<file path="src/rtl/opmode_pkg.sv">
package opmode_pkg;
   typedef enum logic [1:0] {
      MODE_SINGLE    = 2'b00,
      MODE_EXPANDED  = 2'b01,
      MODE_BOOTSTRAP = 2'b10,
      MODE_TEST      = 2'b11
   } opmode_e;

   function automatic opmode_e opmode_decode(input logic spec, input logic a);
      return opmode_e'({spec, a});
   endfunction
endpackage

</file>
<file path="src/rtl/opmode_wr_guard.sv">
module opmode_wr_guard (
   input  logic sel_i,
   input  logic wr_en_i,
   input  logic irq_mask_i,
   input  logic spec_q_i,
   input  logic spec_d_i,
   output logic clr_spec_o,
   output logic ld_a_o,
   output logic ld_vis_o,
   output logic ld_prio_o
);
   logic wr_stb;

   always_comb begin
      wr_stb     = sel_i & wr_en_i;
      clr_spec_o = wr_stb & ~spec_d_i;
      ld_a_o     = wr_stb & spec_q_i;
      ld_vis_o   = wr_stb & spec_q_i;
      ld_prio_o  = wr_stb & irq_mask_i;
   end
endmodule

</file>
<file path="src/rtl/opmode_fields.sv">
module opmode_fields #(
   parameter int unsigned PRIO_W = 4,
   parameter logic [PRIO_W-1:0] PRIO_RST = 4'b0101
) (
   input  logic              clk_i,
   input  logic              rst_ni,
   input  logic              mode_a_pin_i,
   input  logic              mode_b_pin_i,
   input  logic              irq_mask_i,
   input  logic              clr_spec_i,
   input  logic              ld_a_i,
   input  logic              ld_vis_i,
   input  logic              ld_prio_i,
   input  logic              a_d_i,
   input  logic              vis_d_i,
   input  logic [PRIO_W-1:0] prio_d_i,
   output logic              boot_q_o,
   output logic              spec_q_o,
   output logic              a_q_o,
   output logic              vis_q_o,
   output logic [PRIO_W-1:0] prio_q_o
);
   always_ff @(posedge clk_i) begin
      if (!rst_ni) begin
         spec_q_o <= ~mode_b_pin_i;
         a_q_o    <= mode_a_pin_i;
         boot_q_o <= ~mode_b_pin_i & ~mode_a_pin_i;
         vis_q_o  <= 1'b0;
         prio_q_o <= PRIO_RST;
      end else begin
         if (clr_spec_i) spec_q_o <= 1'b0;
         if (ld_a_i)     a_q_o    <= a_d_i;
         if (!spec_q_o)  vis_q_o  <= 1'b0;
         else if (ld_vis_i) vis_q_o <= vis_d_i;
         if (ld_prio_i)  prio_q_o <= prio_d_i;
      end
   end

   logic armed_q;
   always_ff @(posedge clk_i) begin
      if (!rst_ni) armed_q <= 1'b0;
      else         armed_q <= 1'b1;
   end

   assert_spec_never_set_R3: assert property (@(posedge clk_i) disable iff (!rst_ni || !armed_q)
      !$past(spec_q_o) |-> !spec_q_o);
   assert_a_locked_R4: assert property (@(posedge clk_i) disable iff (!rst_ni || !armed_q)
      !$past(spec_q_o) |-> $stable(a_q_o));
   assert_vis_cleared_R5: assert property (@(posedge clk_i) disable iff (!rst_ni || !armed_q)
      !$past(spec_q_o) |-> !vis_q_o);
   assert_boot_held_R6: assert property (@(posedge clk_i) disable iff (!rst_ni || !armed_q)
      $stable(boot_q_o));
   assert_prio_locked_R8: assert property (@(posedge clk_i) disable iff (!rst_ni || !armed_q)
      !$past(irq_mask_i) |-> $stable(prio_q_o));
endmodule

</file>
<file path="src/rtl/opmode_rd_pack.sv">
module opmode_rd_pack #(
   parameter int unsigned DATA_W = 8,
   parameter int unsigned PRIO_W = 4
) (
   input  logic              sel_i,
   input  logic              boot_i,
   input  logic              spec_i,
   input  logic              a_i,
   input  logic              vis_i,
   input  logic [PRIO_W-1:0] prio_i,
   output logic [DATA_W-1:0] rd_data_o
);
   localparam int unsigned FIELD_W = PRIO_W + 4;

   logic [FIELD_W-1:0] fields;
   assign fields = sel_i ? {boot_i, spec_i, a_i, vis_i, prio_i} : '0;

   generate
      if (DATA_W > FIELD_W) begin : g_pad
         assign rd_data_o = {{(DATA_W-FIELD_W){1'b0}}, fields};
      end else begin : g_exact
         assign rd_data_o = fields;
      end
   endgenerate
endmodule

</file>
<file path="src/rtl/opmode_ctl_reg.sv">
module opmode_ctl_reg #(
   parameter int unsigned DATA_W = 8,
   parameter int unsigned PRIO_W = 4,
   parameter logic [PRIO_W-1:0] PRIO_RST = 4'b0101
) (
   input  logic              clk_i,
   input  logic              rst_ni,
   input  logic              mode_a_pin_i,
   input  logic              mode_b_pin_i,
   input  logic              irq_mask_i,
   input  logic              sel_i,
   input  logic              wr_en_i,
   input  logic [DATA_W-1:0] wr_data_i,
   output logic [DATA_W-1:0] rd_data_o,
   output logic [1:0]        mode_o,
   output logic              boot_rom_en_o,
   output logic              rd_vis_o,
   output logic [PRIO_W-1:0] prio_sel_o
);
   import opmode_pkg::*;

   localparam int unsigned VIS_BIT  = PRIO_W;
   localparam int unsigned A_BIT    = PRIO_W + 1;
   localparam int unsigned SPEC_BIT = PRIO_W + 2;
   localparam int unsigned FIELD_W  = PRIO_W + 4;

   generate
      if (PRIO_W < 1) begin : g_bad_prio
         $error("PRIO_W must be at least 1");
      end
      if (DATA_W < FIELD_W) begin : g_bad_data
         $error("DATA_W too narrow for the register fields");
      end
   endgenerate

   logic clr_spec, ld_a, ld_vis, ld_prio;
   logic boot_q, spec_q, a_q, vis_q;
   logic [PRIO_W-1:0] prio_q;

   opmode_wr_guard u_guard (
      .sel_i      (sel_i),
      .wr_en_i    (wr_en_i),
      .irq_mask_i (irq_mask_i),
      .spec_q_i   (spec_q),
      .spec_d_i   (wr_data_i[SPEC_BIT]),
      .clr_spec_o (clr_spec),
      .ld_a_o     (ld_a),
      .ld_vis_o   (ld_vis),
      .ld_prio_o  (ld_prio)
   );

   opmode_fields #(.PRIO_W(PRIO_W), .PRIO_RST(PRIO_RST)) u_fields (
      .clk_i        (clk_i),
      .rst_ni       (rst_ni),
      .mode_a_pin_i (mode_a_pin_i),
      .mode_b_pin_i (mode_b_pin_i),
      .irq_mask_i   (irq_mask_i),
      .clr_spec_i   (clr_spec),
      .ld_a_i       (ld_a),
      .ld_vis_i     (ld_vis),
      .ld_prio_i    (ld_prio),
      .a_d_i        (wr_data_i[A_BIT]),
      .vis_d_i      (wr_data_i[VIS_BIT]),
      .prio_d_i     (wr_data_i[PRIO_W-1:0]),
      .boot_q_o     (boot_q),
      .spec_q_o     (spec_q),
      .a_q_o        (a_q),
      .vis_q_o      (vis_q),
      .prio_q_o     (prio_q)
   );

   opmode_rd_pack #(.DATA_W(DATA_W), .PRIO_W(PRIO_W)) u_rd (
      .sel_i     (sel_i),
      .boot_i    (boot_q),
      .spec_i    (spec_q),
      .a_i       (a_q),
      .vis_i     (vis_q),
      .prio_i    (prio_q),
      .rd_data_o (rd_data_o)
   );

   assign mode_o        = opmode_decode(spec_q, a_q);
   assign boot_rom_en_o = boot_q;
   assign rd_vis_o      = vis_q;
   assign prio_sel_o    = prio_q;
endmodule

</file>
<file path="config.mk">
export PLATFORM = sky130hd
export DESIGN_NAME = opmode_ctl_reg
export DESIGN_NICKNAME = d
export VERILOG_FILES = /design/src/rtl/opmode_pkg.sv /design/src/rtl/opmode_wr_guard.sv /design/src/rtl/opmode_fields.sv /design/src/rtl/opmode_rd_pack.sv /design/src/rtl/opmode_ctl_reg.sv
export SDC_FILE = /design/constraint.sdc
export NUM_CORES = 1
export LEC_CHECK = 0
export BUFFER_PORTS_ARGS = -buffer_cell sky130_fd_sc_hd__clkbuf_2
export CORE_AREA = 2 2 39 41
export CTS_CLUSTER_DIAMETER = 30
export DETAILED_ROUTE_END_ITERATION = 10
export DIE_AREA = 0 0 41 43
export MAX_ROUTING_LAYER = met4
export PLACE_DENSITY_LB_ADDON = 0.2
export SLEW_MARGIN = 20
export SYNTH_ARGS = -nofsm -noshare
export SYNTH_HDL_FRONTEND = slang
export SYNTH_HIERARCHICAL = 1
export SYNTH_SLANG_ARGS = --single-unit
</file>
<file path="constraint.sdc">
create_clock -name clk_i -period 1.6 [get_ports clk_i]
set_input_delay 0.16 -clock clk_i [delete_from_list [all_inputs] [get_ports clk_i]]
set_output_delay 0.16 -clock clk_i [all_outputs]
set_load 0.05 [all_outputs]
</file>
==> flow_summary.rst <==
.. list-table::
   :header-rows: 1

   * - Metric
     - Value
   * - Run status
     - finished clean
   * - Synthesis warning total
     - 6
   * - Die Span Y
     - ~43 um
   * - Avg Inst Size Synth
     - slightly below 10 um^2
   * - Adder-cell share of the synthesized area
     - 0
   * - H-Tree Level Count
     - 1
   * - Sequential area share after synthesis
     - 0.478
   * - Max-cap viol count
     - 0
   * - # port buffers
     - 29
   * - CP max FO
     - 4
   * - Critical Path Sink Type
     - output port
   * - Share of layout cells above drive strength 1
     - 0.478
   * - Worst EP arrival
     - 1.07 ns
   * - Die outline area
     - around 0.0018 mm^2
   * - Slew headroom
     - 0.815
   * - Total routing resource utilization after global routing
     - 0.106
   * - Beginning of the worst register-to-register path
     - u_fields/spec_q_o$_SDFFCE_PP0P_
   * - Initial DRC count
     - 1
   * - Worst-case setup margin in the final layout
     - about 0.37 ns
   * - Growth of design area from synthesis to finish
     - 41.2%
   * - Share of the clock period used by the worst path after layout
     - 0.767
   * - Antenna diode count
     - 0
   * - Critical hold path startpoint
     - wr_data_i[2]
   * - Register share of total power
     - 0.430
   * - Setup slack of the most critical reg-to-reg path
     - approximately 0.49 ns
   * - Critical path type
     - reg -> out
   * - Clock transition time at the flip-flop clock pins of the worst setup and hold paths
     - 0.05 ns
   * - Number of unique standard cell types used by synthesis
     - 14
   * - Pwr Density
     - roughly 950 mW/mm^2
   * - Initial Util
     - 0.288
   * - Post-synthesis share of cell area spent on and, or, nand and nor gates
     - 0.289
   * - Length of the first detailed-routing pass in iterations
     - 2
   * - Number of antenna violations at the first check in global routing
     - 0
   * - Maximum buffer depth of the clock tree
     - 2
   * - DRC Markers
     - 0
   * - Worst min-delay path category
     - in -> reg
   * - Setup repair after global routing missed its margin
     - false
   * - NetSw
     - roughly 0.17 mW
   * - Wire length of the first global-routing pass
     - roughly 1200 um
   * - Number of cells upsized or downsized after cts
     - 0
   * - Worst-Margin Slew
     - 0.278 ns
   * - Leak Pwr
     - 0.291 nW
   * - Combinational fraction of design power
     - 0.259
   * - Area of the mapped netlist
     - about 400 um^2
   * - CTS tree
     - yes
   * - Synth Net Count
     - 55
   * - Fraction of the mapped netlist area in compound gates
     - 0
   * - Clock Sink Count
     - 8
   * - Number of register bits inferred by synthesis
     - 8
   * - Number of nets with antenna violations after detailed routing
     - 0
   * - Vias post-DR
     - roughly 360
   * - Routed vias/inst
     - approximately 4.3
   * - Setup TNS
     - 0 ns
   * - Root Buffer Master
     - sky130_fd_sc_hd__clkbuf_4
   * - I/O Pins
     - 31
   * - Setup-failing EPs final
     - 0
   * - Dominant combinational cell family by area after synthesis
     - simple AND/OR/NAND/NOR gates
   * - Cells after Synth
     - 40
   * - Floorplan die width
     - 41 um
   * - Worst clock skew
     - 0.00348 ns
   * - Multiplexer fraction of the synthesized cell area
     - 0.154
   * - Place WS
     - 0.491 ns
   * - Peak ir drop on the vdd network
     - around 0.00046 V
   * - Remaining global-route overflow
     - 0
   * - Count of pins over their slew limit
     - 0
   * - Count of standard-cell rows
     - 14
   * - Final net count
     - 85
   * - Clock Latency Late Sink
     - between 0.2 and 0.3 ns
   * - Fin crit period
     - between 1 and 1.5 ns
   * - Core area
     - 0.00138 mm^2
   * - Number of CTS-inserted buffers
     - 3
   * - Internal cell power
     - around 0.36 mW
   * - Pin count of the biggest net entering global routing
     - 12
   * - Start point of the critical path
     - u_fields/spec_q_o$_SDFFCE_PP0P_
   * - Estimated wirelength of the detail-placed design
     - between 600 and 700 um
   * - Worst endpoint required time
     - 1.44 ns
   * - Total wire length after detailed routing
     - roughly 840 um
   * - Quantity of hold-fixing buffers added after cts
     - 0
   * - Number of global-route vias before repair
     - between 200 and 300
   * - Mean routed wirelength per cell
     - 9.85 um
   * - Achievable frequency
     - between 800 and 900 MHz
   * - Clk pwr share
     - 0.310
   * - Setup Buffers After CTS
     - 0
   * - Power after layout
     - approximately 0.53 mW
   * - Final count of hold timing violations
     - 0
   * - Final Wtd Congestion
     - between 0.6 and 0.7
   * - Element type at the critical path start
     - register
   * - Synthesized-area fraction occupied by xor and xnor cells
     - 0
   * - Net Sw Frac
     - 0.328
==> sequential cells by signal, indices dropped and copies added, names as in the netlist <==
register,count
u_fields/a_q_o,1
u_fields/vis_q_o,1
u_fields/prio_q_o,4
u_fields/spec_q_o,1
u_fields/boot_q_o,1
==> power groups by stage <==
stage          logic, mW  clock network (mW)  registers (mW)
6_report           0.138               0.165           0.229
5_1_grt            0.147               0.179           0.231
4_1_cts            0.140               0.174           0.229
3_5_place_dp       0.139                   0           0.234
3_3_place_gp       0.139                   0           0.233
2_1_floorplan     0.0847                   0           0.253
==> worst paths after layout <==
check | cells past startpoint | endpoint
min reg2reg | 2 | u_fields/prio_q_o[0]$_SDFFE_PN1P_
max | 2 | rd_data_o[6]
min | 3 | u_fields/prio_q_o[2]$_SDFFE_PN1P_
max reg2reg | 2 | u_fields/a_q_o$_DFFE_PP_
==> metrics by stage <==
stage / hold WS [ns] / cell area (um^2) / utilization / cells
6_report: 0.126 / 562 / 0.406 / 85
5_1_grt: 0.136 / 562 / 0.406 / 85
4_1_cts: 0.121 / 562 / 0.406 / 85
3_5_place_dp: 0.388 / 536 / 0.387 / 81
3_3_place_gp: 0.379 / 536 / 0.387 / 81
2_1_floorplan: 0.222 / 398 / - / 40
==> synthesized netlist by cell type <==
library cell | instances | area (um^2)
sky130_fd_sc_hd__and2_1 | 8 | 50.1
sky130_fd_sc_hd__and3_1 | 2 | 12.5
sky130_fd_sc_hd__and3b_1 | 1 | 8.76
sky130_fd_sc_hd__buf_4 | 3 | 22.5
sky130_fd_sc_hd__clkbuf_2 | 1 | 5.00
sky130_fd_sc_hd__dfxtp_1 | 5 | 100
sky130_fd_sc_hd__edfxtp_1 | 3 | 90.1
sky130_fd_sc_hd__inv_1 | 1 | 3.75
sky130_fd_sc_hd__mux2_2 | 1 | 11.3
sky130_fd_sc_hd__mux2i_1 | 5 | 50.1
sky130_fd_sc_hd__nand2_1 | 3 | 11.3
sky130_fd_sc_hd__nand2b_1 | 1 | 6.26
sky130_fd_sc_hd__nor2_1 | 5 | 18.8
sky130_fd_sc_hd__or2b_1 | 1 | 7.51
==> cell families (layout without fill, tap and decap cells) <==
| kind of cell | after synthesis | in the layout |
|---|---|---|
| DFF | 8 | 8 |
| buffers and inverters | 5 | 34 |
| and+or+nand+nor | 21 | 21 |
| muxes | 6 | 6 |
==> area by class of cell <==
cell class              count  area [um^2]
inverters                   1         3.75
well taps                  16         20.0
clock buffers               4         26.3
flip-flops and latches      8          190
fillers                   150          822
multi-input cells          27          176
repair buffers             29          145
==> routing by layer <==
layer	part of all wire	global-route usage	wire length [um]	up-vias
met5	0	-	0	-
met2	0.48	0.134	402	15
met1	0.45	0.144	377	160
met4	0	0.0400	0	0
met3	0.068	0.0471	57	0
li1	-	-	-	189
==> worst max-delay path, stage by stage, from the launching register on <==
cell and delay [ns]:
sky130_fd_sc_hd__edfxtp_1 0.42, sky130_fd_sc_hd__and2_1 0.18, sky130_fd_sc_hd__clkbuf_2 0.23
==> cells in the final DEF (no fill, tap or decap), drive strengths merged <==
cell	Yosys	final
clkbuf	1	33
and2	8	8
nor2	5	5
mux2i	5	5
dfxtp	5	5
nand2	3	3
edfxtp	3	3
and3	2	2
nand2b	1	1
mux2	1	1
inv	1	1
or2b	1	1
and3b	1	1
Power figures use the tool's default switching activity.
